--- config.mk ---
export PLATFORM = sky130hd
export DESIGN_NAME = irq_agg
export DESIGN_NICKNAME = d
export VERILOG_FILES = /design/src/rtl/irq_agg_pkg.sv /design/src/rtl/irq_agg_sync.sv /design/src/rtl/irq_agg_ctrl.sv /design/src/rtl/irq_agg_dp.sv /design/src/rtl/irq_agg.sv
export SDC_FILE = /design/constraint.sdc
export NUM_CORES = 1
export LEC_CHECK = 0
export BUFFER_PORTS_ARGS = -buffer_cell sky130_fd_sc_hd__buf_2
export CORE_MARGIN = 3
export CORE_UTILIZATION = 55
export DETAILED_ROUTE_END_ITERATION = 12
export GPL_ROUTABILITY_DRIVEN = 0
export GPL_TIMING_DRIVEN = 0
export HOLD_SLACK_MARGIN = 0.03
export PLACE_DENSITY_LB_ADDON = 0.2
export SYNTH_ARGS = -nofsm -noshare
export SYNTH_HDL_FRONTEND = slang
export SYNTH_SLANG_ARGS = --single-unit
export TNS_END_PERCENT = 10
--- constraint.sdc ---
create_clock -name clk -period 3.7 [get_ports clk]
set_clock_uncertainty 0.2 [all_clocks]
set_input_delay 0.37 -clock clk [delete_from_list [all_inputs] [get_ports clk]]
set_output_delay 0.37 -clock clk [all_outputs]
set_load 0.05 [all_outputs]
--- src/rtl/irq_agg_pkg.sv ---
package irq_agg_pkg;

  // Read source chosen by the decoder for the current cycle
  typedef enum logic [1:0] {
    RD_NONE = 2'd0,
    RD_PEND = 2'd1,
    RD_LIVE = 2'd2,
    RD_MASK = 2'd3
  } rdSel_e;

  // Strobes passed from the decoder to the register datapath
  typedef struct packed {
    logic   wrPend;
    logic   wrMaskSet;
    logic   wrMaskClr;
    rdSel_e rdSel;
  } ctrlStb_t;

endpackage

--- src/rtl/irq_agg_sync.sv ---
module irq_agg_sync #(
  parameter int WIDTH  = 16,
  parameter int STAGES = 2
) (
  input  logic             clk,
  input  logic             rstN,
  input  logic [WIDTH-1:0] asyncIn,
  output logic [WIDTH-1:0] syncOut
);

  localparam int LAST = STAGES - 1;

  for (genvar ln = 0; ln < WIDTH; ln++) begin : g_line
    logic [STAGES-1:0] chain;

    always_ff @(posedge clk or negedge rstN) begin
      if (!rstN) begin
        chain <= '0;
      end else begin
        chain <= {chain[STAGES-2:0], asyncIn[ln]};
      end
    end

    assign syncOut[ln] = chain[LAST];
  end

endmodule

--- src/rtl/irq_agg_ctrl.sv ---
module irq_agg_ctrl
  import irq_agg_pkg::*;
#(
  parameter int          ADDR_W        = 8,
  parameter logic [7:0]  OFS_PEND      = 8'h16,
  parameter logic [7:0]  OFS_LIVE      = 8'h18,
  parameter logic [7:0]  OFS_MASK_SET  = 8'h1A,
  parameter logic [7:0]  OFS_MASK_CLR  = 8'h1C
) (
  input  logic [ADDR_W-1:0] busAddr,
  input  logic              busWrEn,
  input  logic              busRdEn,
  output ctrlStb_t          ctrlStb
);

  logic hitPend, hitLive, hitSet, hitClr;

  assign hitPend = (busAddr == ADDR_W'(OFS_PEND));
  assign hitLive = (busAddr == ADDR_W'(OFS_LIVE));
  assign hitSet  = (busAddr == ADDR_W'(OFS_MASK_SET));
  assign hitClr  = (busAddr == ADDR_W'(OFS_MASK_CLR));

  always_comb begin
    ctrlStb           = '0;
    ctrlStb.rdSel     = RD_NONE;
    ctrlStb.wrPend    = busWrEn && hitPend;
    ctrlStb.wrMaskSet = busWrEn && hitSet;
    ctrlStb.wrMaskClr = busWrEn && hitClr;
    if (busRdEn) begin
      if (hitPend)              ctrlStb.rdSel = RD_PEND;
      else if (hitLive)         ctrlStb.rdSel = RD_LIVE;
      else if (hitSet || hitClr) ctrlStb.rdSel = RD_MASK;
      else                      ctrlStb.rdSel = RD_NONE;
    end
  end

endmodule

--- src/rtl/irq_agg_dp.sv ---
module irq_agg_dp
  import irq_agg_pkg::*;
#(
  parameter int LINES = 16
) (
  input  logic             clk,
  input  logic             rstN,
  input  ctrlStb_t         ctrlStb,
  input  logic [LINES-1:0] wrData,
  input  logic [LINES-1:0] syncLvl,
  output logic [LINES-1:0] rdData,
  output logic             irqOut
);

  logic [LINES-1:0] pendQ, maskQ;
  logic [LINES-1:0] pendClr, maskSet, maskClr;

  assign pendClr = ctrlStb.wrPend    ? wrData : '0;
  assign maskSet = ctrlStb.wrMaskSet ? wrData : '0;
  assign maskClr = ctrlStb.wrMaskClr ? wrData : '0;

  // Live level sets the bit after the clear is applied: set wins
  always_ff @(posedge clk or negedge rstN) begin
    if (!rstN) begin
      pendQ <= '0;
    end else begin
      pendQ <= (pendQ & ~pendClr) | syncLvl;
    end
  end

  always_ff @(posedge clk or negedge rstN) begin
    if (!rstN) begin
      maskQ <= '0;
    end else begin
      maskQ <= (maskQ | maskSet) & ~maskClr;
    end
  end

  always_comb begin
    unique case (ctrlStb.rdSel)
      RD_PEND: rdData = pendQ;
      RD_LIVE: rdData = syncLvl;
      RD_MASK: rdData = maskQ;
      default: rdData = '0;
    endcase
  end

  assign irqOut = |(pendQ & maskQ);

  AST_PEND_NO_DROP: assert property (@(posedge clk) disable iff (!rstN)
    !ctrlStb.wrPend |=> ((pendQ & $past(pendQ)) == $past(pendQ)));

  AST_MASK_HOLD: assert property (@(posedge clk) disable iff (!rstN)
    !(ctrlStb.wrMaskSet || ctrlStb.wrMaskClr) |=> $stable(maskQ));

  AST_SET_WINS: assert property (@(posedge clk) disable iff (!rstN)
    (syncLvl != '0) |=> ((pendQ & $past(syncLvl)) == $past(syncLvl)));

  AST_MASK_ALL_OFF: assert property (@(posedge clk) disable iff (!rstN)
    (ctrlStb.wrMaskClr && (wrData == '1)) |=> (maskQ == '0));

endmodule

--- src/rtl/irq_agg.sv ---
module irq_agg
  import irq_agg_pkg::*;
#(
  parameter int         LINES        = 16,
  parameter int         ADDR_W       = 8,
  parameter int         SYNC_STAGES  = 2,
  parameter logic [7:0] OFS_PEND     = 8'h16,
  parameter logic [7:0] OFS_LIVE     = 8'h18,
  parameter logic [7:0] OFS_MASK_SET = 8'h1A,
  parameter logic [7:0] OFS_MASK_CLR = 8'h1C
) (
  input  logic              clk,
  input  logic              rstN,
  input  logic [LINES-1:0]  irqIn,
  input  logic [ADDR_W-1:0] busAddr,
  input  logic              busWrEn,
  input  logic              busRdEn,
  input  logic [LINES-1:0]  busWrData,
  output logic [LINES-1:0]  busRdData,
  output logic              irqOut
);

  ctrlStb_t         ctrlStb;
  logic [LINES-1:0] syncLvl;

  irq_agg_sync #(.WIDTH(LINES), .STAGES(SYNC_STAGES)) u_sync (
    .clk     (clk),
    .rstN    (rstN),
    .asyncIn (irqIn),
    .syncOut (syncLvl)
  );

  irq_agg_ctrl #(
    .ADDR_W       (ADDR_W),
    .OFS_PEND     (OFS_PEND),
    .OFS_LIVE     (OFS_LIVE),
    .OFS_MASK_SET (OFS_MASK_SET),
    .OFS_MASK_CLR (OFS_MASK_CLR)
  ) u_ctrl (
    .busAddr (busAddr),
    .busWrEn (busWrEn),
    .busRdEn (busRdEn),
    .ctrlStb (ctrlStb)
  );

  irq_agg_dp #(.LINES(LINES)) u_dp (
    .clk     (clk),
    .rstN    (rstN),
    .ctrlStb (ctrlStb),
    .wrData  (busWrData),
    .syncLvl (syncLvl),
    .rdData  (busRdData),
    .irqOut  (irqOut)
  );

  AST_IRQ_FALL_BY_WRITE: assert property (@(posedge clk) disable iff (!rstN)
    $fell(irqOut) |-> $past(busWrEn));

  AST_RD_IDLE_ZERO: assert property (@(posedge clk) disable iff (!rstN)
    !busRdEn |-> (busRdData == '0));

endmodule

======== Word level (Yosys, flattened, before mapping) ========
Cells that the tools add are included.
storage, ports and cells
  bits in registers ....................... 64
  bits of input ports ..................... 44
  output and inout port bits .............. 17
  word-level logic and storage cells ...... 45
cells by class
  equal/unequal tests ..................... 7
  multiplexer cells ....................... 8
  bitwise logic cells ..................... 7
  reductions and logical operators ........ 5
operators with widths
  operator                                              number
  bitwise AND 16 bit                                    3
  two-way mux 16 bit                                    3
  one-hot mux 16 bit (3 select lines)                   1
  equality test 8 x 5 -> 1 bit (second input constant)  4
  NOT 16 bit                                            2
  OR 16 bit                                             2
  OR reduction 16 bit                                   1
  two-way mux 2 bit                                     4
  equality test 2 bit (second input constant)           2
  logical AND 1 bit                                     3
  equality test 2 x 1 -> 1 bit (second input constant)  1
  logical OR 1 bit                                      1

======== Depth between registers and ports, before layout ========
  depth in word-level cells ............... 8
  gate-level depth with buffers ........... 6
  depth with buffers taken out ............ 3

======== By module ========
A second synthesis with hierarchy kept.
unflattened totals
  cells, all modules ...................... 213
  area total of the unflattened synthesis .. 2685.1 um^2
modules (own cells, without submodules)
  module        times used  cells each  area each (um^2)  sequential area each (um^2)
  irq_agg_dp    1           150         1676.6            800.8
  irq_agg_sync  1           48          920.9             800.8
  irq_agg_ctrl  1           15          87.6              0.0

======== Worst setup path before layout ========
OpenSTA, ideal clock, no wires.
  kind .................................... input to output
  from .................................... input busAddr[0]
  to ...................................... output busRdData[11]
  arrival ................................. 1.913 ns
  required time ........................... 3.130 ns
  slack ................................... 1.217 ns
  stages on the path ...................... 5
  path buffers ............................ 2
  cells stage by stage .................... or3b_1 -> buf_4 -> nor4_4 -> buf_6 -> a221o_1
on the way
  word-level cells in the longest chain between the ends .. 8
  elaborated cells on any way between the ends .. 13
  those cells by class .................... eq/ne (7); mux (5); reduce/logical (1)
RTL lines
  element                                                              line                                    RTL
  start: declaration                                                   irq_agg.sv:15                           input logic [ADDR_W-1:0] busAddr,
  equality test 8 x 5 -> 1 bit, on equally long branches               irq_agg_ctrl.sv:20, irq_agg_ctrl.sv:21
  logical OR 1 bit                                                     irq_agg_ctrl.sv:32                      else if (hitSet || hitClr) ctrlStb.rdSel = RD_MASK;
  two-way mux 2 bit                                                    irq_agg_ctrl.sv:32
  two-way mux 2 bit                                                    irq_agg_ctrl.sv:31                      else if (hitLive) ctrlStb.rdSel = RD_LIVE;
  two-way mux 2 bit (*)                                                irq_agg_ctrl.sv:30                      if (hitPend) ctrlStb.rdSel = RD_PEND;
  two-way mux 2 bit (*)                                                irq_agg_ctrl.sv:29                      if (busRdEn) begin
  equality test 2 bit or equality test 2 x 1 -> 1 bit (tied branches)  irq_agg_dp.sv:40                        unique case (ctrlStb.rdSel)
  one-hot mux 16 bit (3 select lines) (*)                              irq_agg_dp.sv:40
  end: declaration                                                     irq_agg.sv:19                           output logic [LINES-1:0] busRdData,
Mark *: on every way between the ends. The rest lies on a longest branch, timed or not.

======== Worst setup path after layout ========
  from .................................... input busAddr[3]
  to ...................................... output busRdData[15]
Same word-level chain as after synthesis.

==> metrics.csv <==
stage;metric;value;unit
run_status;status;finished, final reports clean;
layout;n_antenna_cell;0;
layout;final_cell_area;0.00373;mm²
die;io_pins;61;
worst_setup_path;reg2regPathDepth;2;
timing;finalSetupViolations;0;
yosys;synthFlopType;dfrtp_1;
worst_setup_path;endpoint_kind;output port;
clocking;clock_sinks;64;
clocking;post_cts_buffers;0;
timing;worst_pin_slew;0.805;ns
clocking;clk_pin_slew_worst_paths;0.07;ns
yosys;ys_types;27;
die;initial_core_util;0.589;
yosys;syn_nets;299;
placed_design;place_hpwl;5.35;mm
pwr;ir_worst_vdd;315;µV
yosys;ys_top_cells_by_area;dfrtp_1, a221o_1, and4b_1, a21o_1, nand4_1;
worst_setup_path;reg2reg_to;u_dp.maskQ[1];
hold_path;hold_path_end;u_dp.maskQ[6];
clocking;cts_made_buffers;9;
clocking;cts_root_buffer;clkbuf_8;
timing;slew_headroom;0.462;
grt;grt_pass1_wl;12.7;mm
worst_setup_path;r2r_slack;2.71;ns
worst_setup_path;required;3.13;ns
grt;met1_usage;0.352;
timing;hold_viol;0;
die;core_area;0.00491;mm²
pwr;swShare;0.261;
pwr;power_density;402;mW/mm²
placed_design;placed_area;0.00327;mm²
detailed_routing;vias_per_cell;6.36;
worst_setup_path;critical-path-max-stage-delay;0.65;ns
clocking;htreeDepth;3;
pwr;combPwrFrac;0.114;
yosys;synthesis.area;0.00289;mm²
grt;grt_start_max_net_pins;65;
placed_design;io_buffer_count;59;
grt;grt_use_met2;0.426;
yosys;seq_area_frac_synth;0.554;
detailed_routing;first_pass_iters;5;
timing;hold_ws;0.0348;ns
detailed_routing;wirelength;7.76;mm
layout;final_nets;396;
detailed_routing;drc_errors;0;
die;die_x;78.5;µm
timing;setup-tns-final;0;ns
timing;maxSlewViolCount;0;
clocking;cts_tree;built;
worst_setup_path;path_cells;buf_2 > nor4b_2 > and2_1 > clkbuf_2 > buf_2 > a221o_1 > buf_2;
yosys;yosysTopAreaCellShare;0.554;
die;die-area;0.00616;mm²
job;cap_violations;0;
grt;grt_use_total;0.268;
yosys;synth.avg_cell_area;11.3;µm²
yosys;synth_top_area_cell;dfrtp_1;
worst_setup_path;cp.arrival;2.28;ns
worst_setup_path;slowest_stage;nor4b_2;
clocking;ctsHoldBuffers;26;
hold_path;min_from;busWrData[6];
layout;drive_gt1_frac;0.238;
hold_path;worstHoldPathCells;2;
worst_setup_path;worstSetupPathType;primary input to output port;
timing;max_freq;351;MHz
timing;period_share;0.771;
grt;overflow;0;
pwr;internal_power;0.00111;W
worst_setup_path;cp_max_fo;10;
timing;setup_ws;0.848;ns
yosys;synthArstFlopShare;1.00;
pwr;p_seq_frac;0.497;
detailed_routing;dr.first_iter.drc_count;299;
grt;gr-max-usage-layer;met2;
grt;grt_pass1_vias;2694;
pwr;power_leakage;1.63;nW
detailed_routing;antenna_left;0;
yosys;syn_inst;255;
clocking;clk_latency;0.34;ns
clocking;clockBufferDepth;2;
grt;antenna_found_initial;0;
yosys;synth_edf_count;0;
hold_path;hp-class;primary input to flop;
grt;grt_use_met3;0.0608;
clocking;post_cts_resized;0;
yosys;yosys_warnings;0;
layout;areaGrowthSynthToFinish;29.0;%
pwr;pwr-share-clk;0.389;
worst_setup_path;path_common_cell;buf_2;
detailed_routing;wl_per_cell;18.3;µm
yosys;synth_seq_cells;64;
die;fp.dieH;78.5;µm
timing;rsz0062_at_grt;no;
pwr;p_sw;0.000391;W
timing;fin_crit;2.85;ns
worst_setup_path;startpoint_type;primary input;
worst_setup_path;rr_startpoint;u_dp.maskQ[1];
detailed_routing;num_vias;2696;
placed_design;place_ws;0.922;ns
layout;final_cell_mix;buf_2, dfrtp_1, dlygate4sd3_1;
die;row_count;25;
state kept, by name (all words and copies together) (netlist names):
name,cells
u_dp.pendQ,16
u_sync.g_line.chain,32
u_dp.maskQ,16
cells by family after synthesis:
kind of cell	after synthesis	share of synthesized area
and+or+nand+nor	92	0.219
AOI/OAI and AO/OA	72	0.184
DFF	64	0.554
buffers and inverters	26	0.0407
xor gates and xnor gates	1	0.00303
worst max-delay path, delay by kind of cell:
family	cells	cell delay, ns
and+or+nand+nor	2	0.87
buffers and inverters	4	0.83
AOI/OAI and AO/OA	1	0.21
cells in the mapped netlist (2+ instances only):
| cell type | count |
|---|---|
| a221oi_1 | 4 |
| a21oi_1 | 16 |
| and4b_1 | 16 |
| a22o_1 | 4 |
| nor3b_1 | 2 |
| and3_1 | 16 |
| clkbuf_1 | 17 |
| nor4_1 | 16 |
| a31oi_1 | 16 |
| a21o_1 | 16 |
| nand2_1 | 16 |
| buf_2 | 6 |
| a221o_1 | 16 |
| nand4_1 | 17 |
| or3b_1 | 2 |
| dfrtp_1 | 64 |
worst max path at each step:
stage	from	end	slack [ns]	depth (start not counted)
3_3_place_gp	busAddr[3]	busRdData[15]	0.95	7
6_report	busAddr[3]	busRdData[15]	0.85	7
3_5_place_dp	busAddr[3]	busRdData[15]	0.92	7
5_1_grt	busAddr[3]	busRdData[15]	0.76	7
2_1_floorplan	busAddr[0]	busRdData[11]	1.22	5
4_1_cts	busAddr[3]	busRdData[15]	0.89	7
metal layers:
layer | vias up | part of all wire
met3 | 18 | 0.10
met4 | 0 | 0.021
li1 | 1202 | -
met1 | 1320 | 0.40
met2 | 156 | 0.47
met5 | - | 0
per-stage QoR:
step	util	std cells	power, W
final	0.759	424	0.00150
after global routing	0.759	424	0.00155
after CTS	0.757	423	0.00150
after detailed placement	0.666	381	0.000904
after global placement	0.666	381	0.000898
after floorplan	-	255	0.000833
cell type report:
type                       instances  area (µm²)
tap                               67        83.8
fill                             352        1180
clock inverter                     5        56.3
buffer                            26         118
sequential                        64        1600
timing repair buffer              86         568
clock buffer                      11         131
multi-input combinational        165        1170
power by group through the flow:
stage               clock [W]  sequential (W)  combinational [W]
CTS                  0.000590        0.000744           0.000169
global placement            0        0.000755           0.000143
finish               0.000582        0.000745           0.000172
floorplan                   0        0.000749          0.0000835
global route         0.000619        0.000747           0.000186
detailed placement          0        0.000757           0.000147
Power figures use the tool's default switching activity.
